**config.mk**
```make
export PLATFORM = sky130hd
export DESIGN_NAME = bus_match_unit
export DESIGN_NICKNAME = d
export VERILOG_FILES = /design/src/rtl/bmu_pkg.sv /design/src/rtl/bmu_cfg.sv /design/src/rtl/bmu_pack.sv /design/src/rtl/bmu_unpack.sv /design/src/rtl/bus_match_unit.sv
export SDC_FILE = /design/constraint.sdc
export NUM_CORES = 1
export LEC_CHECK = 0
export ABC_AREA = 1
export BUFFER_PORTS_ARGS = -buffer_cell sky130_fd_sc_hd__buf_2
export CORE_MARGIN = 8
export CORE_UTILIZATION = 30
export CTS_BUF_LIST = sky130_fd_sc_hd__clkbuf_4
export DETAILED_ROUTE_END_ITERATION = 16
export SLEW_MARGIN = 5
export SYNTH_ARGS = -nofsm -noshare
export SYNTH_HDL_FRONTEND = slang
export SYNTH_SLANG_ARGS = --single-unit
```
**constraint.sdc**
```tcl
create_clock -name clk -period 2.63 [get_ports clk]
set_input_delay 0.526 -clock clk [delete_from_list [all_inputs] [get_ports clk]]
set_output_delay 0.526 -clock clk [all_outputs]
set_load 0.005 [all_outputs]
```
**src/rtl/bmu_pkg.sv**
```systemverilog
package bmu_pkg;
  localparam int NLANE = 4;

  typedef enum logic [1:0] {
    SZ_LONG = 2'b00,
    SZ_HALF = 2'b01,
    SZ_BYTE = 2'b10,
    SZ_MBOX = 2'b11
  } size_e;

  typedef struct packed {
    logic       hit;
    logic [1:0] lane;
  } route_t;

  // Index permutation: out byte k = in byte (k ^ mask)
  function automatic logic [1:0] swap_mask(logic [1:0] mode);
    case (mode)
      2'b01:   return 2'd3;
      2'b10:   return 2'd2;
      2'b11:   return 2'd1;
      default: return 2'd0;
    endcase
  endfunction

  function automatic logic [1:0] final_beat(size_e s);
    case (s)
      SZ_HALF: return 2'd1;
      SZ_BYTE: return 2'd3;
      default: return 2'd0;
    endcase
  endfunction

  // Which port lane carries internal byte k on a given beat
  function automatic route_t route(size_e s, logic le, logic [1:0] beat, logic [1:0] k);
    route_t r;
    logic   half;
    logic [1:0] slot;
    r = '0;
    case (s)
      SZ_LONG: begin
        r.hit  = 1'b1;
        r.lane = k;
      end
      SZ_HALF: begin
        half   = le ? beat[0] : ~beat[0];
        r.hit  = (k[1] == half);
        r.lane = {~le, k[0]};
      end
      SZ_BYTE: begin
        slot   = le ? beat : 2'd3 - beat;
        r.hit  = (k == slot);
        r.lane = le ? 2'd0 : 2'd3;
      end
      default: r = '0;
    endcase
    return r;
  endfunction
endpackage

```
**src/rtl/bmu_cfg.sv**
```systemverilog
module bmu_cfg
  import bmu_pkg::*;
(
  input  logic  clk,
  input  logic  rst_n,
  input  logic [1:0] size_in,
  input  logic  endian_in,
  input  logic  boundary,
  output size_e size_act,
  output logic  endian_act
);
  size_e size_stg;
  logic  endian_stg;

  always_ff @(posedge clk) begin
    if (!rst_n) begin
      size_stg   <= SZ_LONG;
      endian_stg <= 1'b0;
      size_act   <= SZ_LONG;
      endian_act <= 1'b0;
    end else begin
      size_stg   <= size_e'(size_in);
      endian_stg <= endian_in;
      if (boundary) begin
        size_act   <= size_stg;
        endian_act <= endian_stg;
      end
    end
  end
endmodule

```
**src/rtl/bmu_pack.sv**
```systemverilog
module bmu_pack
  import bmu_pkg::*;
#(
  parameter int BYTE_W = 9
) (
  input  logic  clk,
  input  logic  rst_n,
  input  size_e size_act,
  input  logic  endian_act,
  input  logic [1:0] swap_in,
  input  logic  wr_valid,
  output logic  wr_ready,
  input  logic [NLANE*BYTE_W-1:0] wr_data,
  output logic  push_valid,
  input  logic  push_ready,
  output logic [NLANE*BYTE_W-1:0] push_data,
  output logic  idle_next
);
  logic [NLANE-1:0][BYTE_W-1:0] port_b, acc, merged, out_b;
  logic [1:0] cnt, cnt_nxt, swap_r, mode, xr;
  logic active, last, fire;

  assign port_b = wr_data;
  assign active = (size_act != SZ_MBOX);
  assign last   = (cnt == final_beat(size_act));
  assign mode   = (cnt == 2'd0) ? swap_in : swap_r;
  assign xr     = swap_mask(mode);

  always_comb begin
    route_t rt;
    for (int k = 0; k < NLANE; k++) begin
      rt        = route(size_act, endian_act, cnt, 2'(k));
      merged[k] = rt.hit ? port_b[rt.lane] : acc[k];
    end
    for (int k = 0; k < NLANE; k++) begin
      out_b[k] = merged[2'(k) ^ xr];
    end
  end

  assign push_data  = out_b;
  assign wr_ready   = active & (~last | push_ready);
  assign push_valid = active & wr_valid & last;
  assign fire       = wr_valid & wr_ready;
  assign cnt_nxt    = fire ? (last ? 2'd0 : cnt + 2'd1) : cnt;
  assign idle_next  = (cnt_nxt == 2'd0);

  always_ff @(posedge clk) begin
    if (!rst_n) begin
      cnt    <= '0;
      acc    <= '0;
      swap_r <= '0;
    end else begin
      cnt <= cnt_nxt;
      if (fire) acc <= merged;
      if (fire && cnt == 2'd0) swap_r <= swap_in;
    end
  end
endmodule

```
**src/rtl/bmu_unpack.sv**
```systemverilog
module bmu_unpack
  import bmu_pkg::*;
#(
  parameter int BYTE_W = 9
) (
  input  logic  clk,
  input  logic  rst_n,
  input  size_e size_act,
  input  logic  endian_act,
  input  logic [1:0] swap_in,
  input  logic  pop_valid,
  output logic  pop_ready,
  input  logic [NLANE*BYTE_W-1:0] pop_data,
  output logic  rd_valid,
  input  logic  rd_ready,
  output logic [NLANE*BYTE_W-1:0] rd_data,
  output logic  idle_next
);
  logic [NLANE-1:0][BYTE_W-1:0] pop_b, sw_b, out_b;
  logic [1:0] cnt, cnt_nxt, swap_r, mode, xr;
  logic active, last, fire;

  assign pop_b  = pop_data;
  assign active = (size_act != SZ_MBOX);
  assign last   = (cnt == final_beat(size_act));
  assign mode   = (cnt == 2'd0) ? swap_in : swap_r;
  assign xr     = swap_mask(mode);

  always_comb begin
    route_t rt;
    for (int k = 0; k < NLANE; k++) begin
      sw_b[k] = pop_b[2'(k) ^ xr];
    end
    out_b = '0;
    for (int k = 0; k < NLANE; k++) begin
      rt = route(size_act, endian_act, cnt, 2'(k));
      if (rt.hit) out_b[rt.lane] = sw_b[k];
    end
  end

  assign rd_data   = out_b;
  assign rd_valid  = active & pop_valid;
  assign pop_ready = active & rd_ready & last;
  assign fire      = rd_valid & rd_ready;
  assign cnt_nxt   = fire ? (last ? 2'd0 : cnt + 2'd1) : cnt;
  assign idle_next = (cnt_nxt == 2'd0);

  always_ff @(posedge clk) begin
    if (!rst_n) begin
      cnt    <= '0;
      swap_r <= '0;
    end else begin
      cnt <= cnt_nxt;
      if (fire && cnt == 2'd0) swap_r <= swap_in;
    end
  end
endmodule

```
**src/rtl/bus_match_unit.sv**
```systemverilog
module bus_match_unit
  import bmu_pkg::*;
#(
  parameter int BYTE_W = 9
) (
  input  logic                     clk,
  input  logic                     rst_n,
  input  logic [1:0]               size_sel,
  input  logic                     endian_sel,
  input  logic [1:0]               swap_sel,
  input  logic                     wr_valid,
  output logic                     wr_ready,
  input  logic [NLANE*BYTE_W-1:0]  wr_data,
  output logic                     push_valid,
  input  logic                     push_ready,
  output logic [NLANE*BYTE_W-1:0]  push_data,
  input  logic                     pop_valid,
  output logic                     pop_ready,
  input  logic [NLANE*BYTE_W-1:0]  pop_data,
  output logic                     rd_valid,
  input  logic                     rd_ready,
  output logic [NLANE*BYTE_W-1:0]  rd_data,
  output logic                     mbx_access
);
  size_e size_act;
  logic  endian_act;
  logic  wr_idle_next, rd_idle_next;

  bmu_cfg u_cfg (
    .clk        (clk),
    .rst_n      (rst_n),
    .size_in    (size_sel),
    .endian_in  (endian_sel),
    .boundary   (wr_idle_next & rd_idle_next),
    .size_act   (size_act),
    .endian_act (endian_act)
  );

  bmu_pack #(.BYTE_W(BYTE_W)) u_pack (
    .clk        (clk),
    .rst_n      (rst_n),
    .size_act   (size_act),
    .endian_act (endian_act),
    .swap_in    (swap_sel),
    .wr_valid   (wr_valid),
    .wr_ready   (wr_ready),
    .wr_data    (wr_data),
    .push_valid (push_valid),
    .push_ready (push_ready),
    .push_data  (push_data),
    .idle_next  (wr_idle_next)
  );

  bmu_unpack #(.BYTE_W(BYTE_W)) u_unpack (
    .clk        (clk),
    .rst_n      (rst_n),
    .size_act   (size_act),
    .endian_act (endian_act),
    .swap_in    (swap_sel),
    .pop_valid  (pop_valid),
    .pop_ready  (pop_ready),
    .pop_data   (pop_data),
    .rd_valid   (rd_valid),
    .rd_ready   (rd_ready),
    .rd_data    (rd_data),
    .idle_next  (rd_idle_next)
  );

  assign mbx_access = (size_act == SZ_MBOX);
endmodule

```
### Word-level counts from Yosys, hierarchy flattened

Cells that the tools add are included.

* register bits after elaboration: 50
* input port bits: 83
* output and inout port bits: 77

* add/subtract/negate cells: 4
* order comparisons: 20
* eq/ne operators: 18
* multiplexer cells: 65
* bitwise logic cells: 23
* reductions and logical operators: 13

Operators by type and width (number)
* 9-bit binary-select mux with 2-bit select: 12
* 9-bit two-way mux: 20
* 36-bit two-way mux: 4
* 36-bit bitwise mux: 3
* 9-bit demux with 2-bit select: 4
* 3-bit one-hot mux with 3 select lines: 8
* 2-bit by 3-bit less-than comparator with 1-bit output, second input constant: 16
* 36-bit AND: 1
* 2-bit two-way mux: 9
* 2-bit zero test: 7
* 2-bit == test, second input constant: 6
* 2-bit one-hot mux with 3 select lines: 2
* 1-bit inverter: 10
* 1-bit AND: 9
* 2-bit == test, first input constant: 4
* 2-bit by 1-bit >= comparator with 1-bit output, second input constant: 4
* 2-bit by 1-bit == test with 1-bit output, second input constant: 3
* 1-bit logical AND: 6
* 2-bit by 1-bit adder with 2-bit output, second input constant: 2
* 1-bit by 2-bit == test with 1-bit output, first input constant: 2
* 2-bit == test: 2
* 2-bit inverter: 2
* 2-bit one-hot mux with 2 select lines: 1
* 2-bit subtractor, first input constant: 2
* other kinds (3): 4

### Depth between registers and ports, before layout

* word-level depth: 16
* depth in mapped cells: 16
* gate-level depth less buffers: 15

### Cells and area by module

Synthesis repeated with hierarchy kept, for this count alone.

* cells, all modules: 1453
* area total of the unflattened synthesis: 7303.3 um^2

Modules (own cells, without submodules)
* bmu_pack: instances 1, cells each 782, area each 4299.1 um^2, seq. area each 800.8 um^2
* bmu_unpack: instances 1, cells each 640, area each 2790.2 um^2, seq. area each 80.1 um^2
* bmu_cfg: instances 1, cells each 27, area each 198.9 um^2, seq. area each 120.1 um^2
* bus_match_unit: instances 1, cells each 4, area each 15.0 um^2, seq. area each 0.0 um^2

### Least setup slack after synthesis

OpenSTA, ideal clock, no wires.

* path kind: register to output
* start point: reg u_unpack.cnt[0]
* end point: out rd_data[7]
* arrival: 1744 ps
* data required time: 2104 ps
* slack: 360 ps
* cell stages (with the launch flop): 15
* path buffers: 1
* cell sequence: dfxtp_1 > inv_2 > ha_1 > inv_2 > nand2_1 > nand2_2 > nand2_1 > nand2_2 > buf_2 > nand2_1 > o21ai_1 > nor2_1 > nor2_1 > nand2_1 > nand2_1

* cells in the longest elaborated chain, start to end: 14

Ends and longest elaborated chain
* start: declaration: line bmu_unpack.sv:20 `logic [1:0] cnt, cnt_nxt, swap_r, mode, xr;`
* start signal: assignment: line bmu_unpack.sv:53 `cnt <= cnt_nxt;`
* 2-bit zero test: line bmu_unpack.sv:26 `assign mode = (cnt == 2'd0) ? swap_in : swap_r;`
* 2-bit two-way mux: line bmu_unpack.sv:26
* 2-bit == test or 2-bit by 1-bit == test with 1-bit output (tied branches): line bmu_pkg.sv:18 `case (mode)`
* 2-bit one-hot mux with 3 select lines: line bmu_pkg.sv:18
* 9-bit binary-select mux with 2-bit select: line bmu_unpack.sv:32 `sw_b[k] = pop_b[2'(k) ^ xr];`
* 9-bit two-way mux (implied by the code): line bmu_unpack.sv:32
* 36-bit AND (no line)
* 36-bit two-way mux: line bmu_unpack.sv:37 `if (rt.hit) out_b[rt.lane] = sw_b[k];`
* 36-bit bitwise mux: line bmu_unpack.sv:37
* 36-bit two-way mux: line bmu_unpack.sv:37
* 36-bit bitwise mux: line bmu_unpack.sv:37
* 36-bit two-way mux: line bmu_unpack.sv:37
* 36-bit bitwise mux: line bmu_unpack.sv:37
* 36-bit two-way mux *: line bmu_unpack.sv:37
* end: declaration: line bus_match_unit.sv:22 `output logic [NLANE*BYTE_W-1:0] rd_data,`

Mark *: on every way between the ends. The rest lies on a longest branch, timed or not. The select of a mux whose other input is x is not followed.

### Worst setup path after layout

* start point: reg u_cfg.size_act[0]
* end point: out rd_data[0]

* cells in the longest elaborated chain, start to end: 14

Ends and longest elaborated chain
* start: declaration: line bmu_cfg.sv:9 `output size_e size_act,`
* start signal: assignment: line bmu_cfg.sv:25 `size_act <= size_stg;`
* 2-bit == test, or another cell as far along: line bmu_pkg.sv:40 `case (s)`
* 3-bit one-hot mux with 3 select lines: line bmu_pkg.sv:40
* 2-bit by 3-bit less-than comparator with 1-bit output (implied by the code) or 2-bit by 1-bit >= comparator with 1-bit output (tied branches): line bmu_unpack.sv:37
* 1-bit logical AND (implied by the code): line bmu_unpack.sv:37
* 9-bit two-way mux (implied by the code): line bmu_unpack.sv:37
* 9-bit demux with 2-bit select
* 36-bit AND (no line)
* 36-bit two-way mux: line bmu_unpack.sv:37
* 36-bit bitwise mux: line bmu_unpack.sv:37
* 36-bit two-way mux: line bmu_unpack.sv:37
* 36-bit bitwise mux: line bmu_unpack.sv:37
* 36-bit two-way mux: line bmu_unpack.sv:37
* 36-bit bitwise mux: line bmu_unpack.sv:37
* 36-bit two-way mux *: line bmu_unpack.sv:37

Mark *: on every way between the ends. The rest lies on a longest branch, timed or not.

==> flow_metrics.tcl <==
set metrics [dict create \
    cap_violations 0 \
    drive_gt1_frac 0.336 \
    drt_iter0_drc 978 \
    clock_sinks 50 \
    fin_area_um2 10500 \
    fillers 2471 \
    status "complete, but fails checks" \
    post-synth-top-area-fraction 0.298 \
    seqPwrFrac 0.079 \
    yosysMostFrequentCell "nand2_1" \
    cp_max_fo 7 \
    place.gp.congestion 0.974 \
    nets 1705 \
    min_path_type "primary input to register" \
    first_global_vias 9052 \
    clkTransAtPathRegs_ns 0.17 \
    synth_async_sr_flop_share 0 \
    drtPass1Iterations 5 \
    ioPinCount 160 \
    synth_cell_types 34 \
    setup_viol 72 \
    final.setup.worst_slack_ns -0.278 \
    root_buffer "clkbuf_4" \
    globalRouteOverflowTotal 0 \
    synth_sequential_area_ratio 0.141 \
    cts_tree "built" \
    switching_share 0.568 \
    required_ns 2.10 \
    numCtsBuffers 5 \
    tns_ns -14.37 \
    die_w_um 170 \
    ys.warnings.count 0 \
    rsz0062_at_grt "yes" \
    power_frac_comb 0.896 \
    cts.path.max_buffers 2 \
    period_share 1.11 \
    finClkSkew_ns 0.0339 \
    detailroute.via_count 9936 \
    grt_pass1_wl_mm 46.4 \
    slew_violations 0 \
    violations "setup timing" \
    synth_nets 1504 \
    coreArea_um2 23300 \
    cp_cell_sequence "buf_12 > ha_4 > nor2_4 > inv_2 > o21ai_2 > o21ai_2 > nand2_4 > nor2_8 > buf_12 > nor2_1 > nand2_1 > nand2_2 > buf_2" \
    worstMarginPinSlew_ns 0.426 \
    synth_area_leaders "nand2_1, nand3_1, dfxtp_1" \
    ir_drop_uv 611 \
    reg2reg_slack_ns 0.49 \
    syn_area_per_cell_um2 5.00 \
    synthCells 1415 \
    yosys-top-cells-count "nand2_1, nand3_1, inv_1" \
    ys_ff_latch 50 \
    worstSetupPathType "register to output pin" \
    area_growth_syn_to_layout_pct 48.2 \
    p_per_area_nw_per_um2 1490 \
    hold_viol_final 0 \
    htreeDepth 2 \
    synth_edf_count 0 \
    p_sw_mw 8.85 \
    grtUsageTotal 0.198 \
    drtAntennaViolNets 0 \
    start_util 0.303 \
    wl_mm 30.5 \
    yosys_most_used_dff "dfxtp_1" \
    slew_headroom 0.714 \
    viasPerCell 5.13 \
    syn-cell-area_um2 7080 \
    drc 0 \
    placed_area_um2 8610 \
    synth_top_area_cell "nand2_1" \
    cp_slowest_cell "dfxtp_4" \
    fp-row-count 56 \
    dp_slack_ns -0.00360 \
    internal_power_mw 6.73 \
    fp.dieH_um 170 \
    grt_max_degree 37 \
    p_leak_nw 5.84 \
    p_clk_frac 0.025 \
    grt_antenna_before_repair 1 \
    end_kind "output pin" \
    timing.fmax_mhz 344 \
    clock_latency_ns 0.40 \
    holdBufCountCts 0 \
    io_buffers 159 \
    dieArea_um2 28800 \
    critPathMaxStageDelay_ns 0.41 \
    final.min_clock_period_ns 2.91 \
    cp.arrival_ns 2.38 \
    dp_hpwl_mm 21.5 \
    wl_per_cell_um 15.8 \
    startpoint_type "register" \
]
==> cells by family after synthesis <==
group	count (synthesis)	share of synthesized area
buf+inv	238	0.148
flops	50	0.141
simple gates	1025	0.619
compound gates	95	0.0781
xor+xnor	1	0.00230
fa+ha+maj	6	0.0106
==> flip-flops by register name, indices dropped and copies added (netlist names), 2 cells and up <==
| register | cells |
|---|---|
| u_pack.swap_r | 2 |
| u_unpack.swap_r | 2 |
| u_unpack.cnt | 2 |
| u_cfg.size_stg | 2 |
| u_pack.cnt | 2 |
| u_cfg.size_act | 2 |
| u_pack.acc | 36 |
==> layout by cell type, fill, tap and decap left out, types with 5 or more instances in the layout <==
cell type	instances
o21ai_2	22
o21ai_1	20
inv_2	19
clkbuf_4	5
a21oi_2	6
clkbuf_16	5
o21ai_0	9
nand2_8	6
nand3_2	68
ha_4	5
nand3_4	8
a21oi_1	6
nand3_1	234
nand2_4	19
inv_4	9
nand2_1	472
nor2_2	6
buf_4	41
o21ai_4	9
buf_6	11
o211ai_1	18
buf_2	158
nor2_4	5
inv_1	142
dfxtp_1	45
nand2_2	83
nor2_1	122
buf_12	35
==> power groups by stage <==
stage               logic (mW)  registers, mW  clock network [mW]
floorplan                 6.81           1.18                   0
global placement          11.0           1.20                   0
detailed placement        11.0           1.21                   0
CTS                       13.0           1.21               0.405
global route              15.2           1.26               0.436
finish                    14.0           1.23               0.390
==> critical path: cells and delay by family (launching register included) <==
family | cells | cell delay (ns)
DFF | 1 | 0.41
buffers and inverters | 4 | 0.49
adders and majority gates | 1 | 0.16
AOI/OAI and AO/OA | 2 | 0.21
and+or+nand+nor | 6 | 0.70
==> final timing paths <==
check,start,end,depth (start not counted)
max,u_cfg.size_act[0],rd_data[0],13
min,endian_sel,u_cfg.endian_stg,3
max reg2reg,u_cfg.size_act[0],u_pack.acc[9],14
min reg2reg,u_pack.swap_r[1],u_pack.swap_r[1],2
==> stage by stage <==
step / utilization / power, mW / hold slack [ns] / cells
5_1_grt: 0.450 / 16.9 / 0.323 / 1937
4_1_cts: 0.426 / 14.6 / 0.318 / 1927
3_5_place_dp: 0.369 / 12.2 / 0.463 / 1887
2_1_floorplan: - / 7.99 / 0.441 / 1415
3_3_place_gp: 0.369 / 12.1 / 0.455 / 1887
6_report: 0.450 / 15.6 / 0.332 / 1937
==> timing repair <==
item	CTS	global route
cloned	10	7
setup endpoints to repair	72	73
hold endpoints to repair	0	0
pin swaps	31	22
buffers inserted	23	4
gates resized for setup	243	105
==> layout make-up <==
type	instances	area, um2	area share
Inverter	173	688	0.0656
Antenna cell	1	2.50	0.000239
Sequential cell	50	1010	0.0965
Clock buffer	5	37.5	0.00358
Tap cell	319	399	0.0380
Clock inverter	3	21.3	0.00203
Multi-Input combinational cell	1131	6160	0.587
Timing Repair Buffer	255	2170	0.207
==> layer usage <==
layer | global-route usage | part of all wire | vias up
met3 | 0.0191 | 0.076 | 68
met1 | 0.247 | 0.41 | 4551
met2 | 0.340 | 0.48 | 436
met4 | 0.0862 | 0.035 | 0
met5 | 0 | 0 | -
li1 | - | - | 4881
Power figures use the tool's default switching activity.
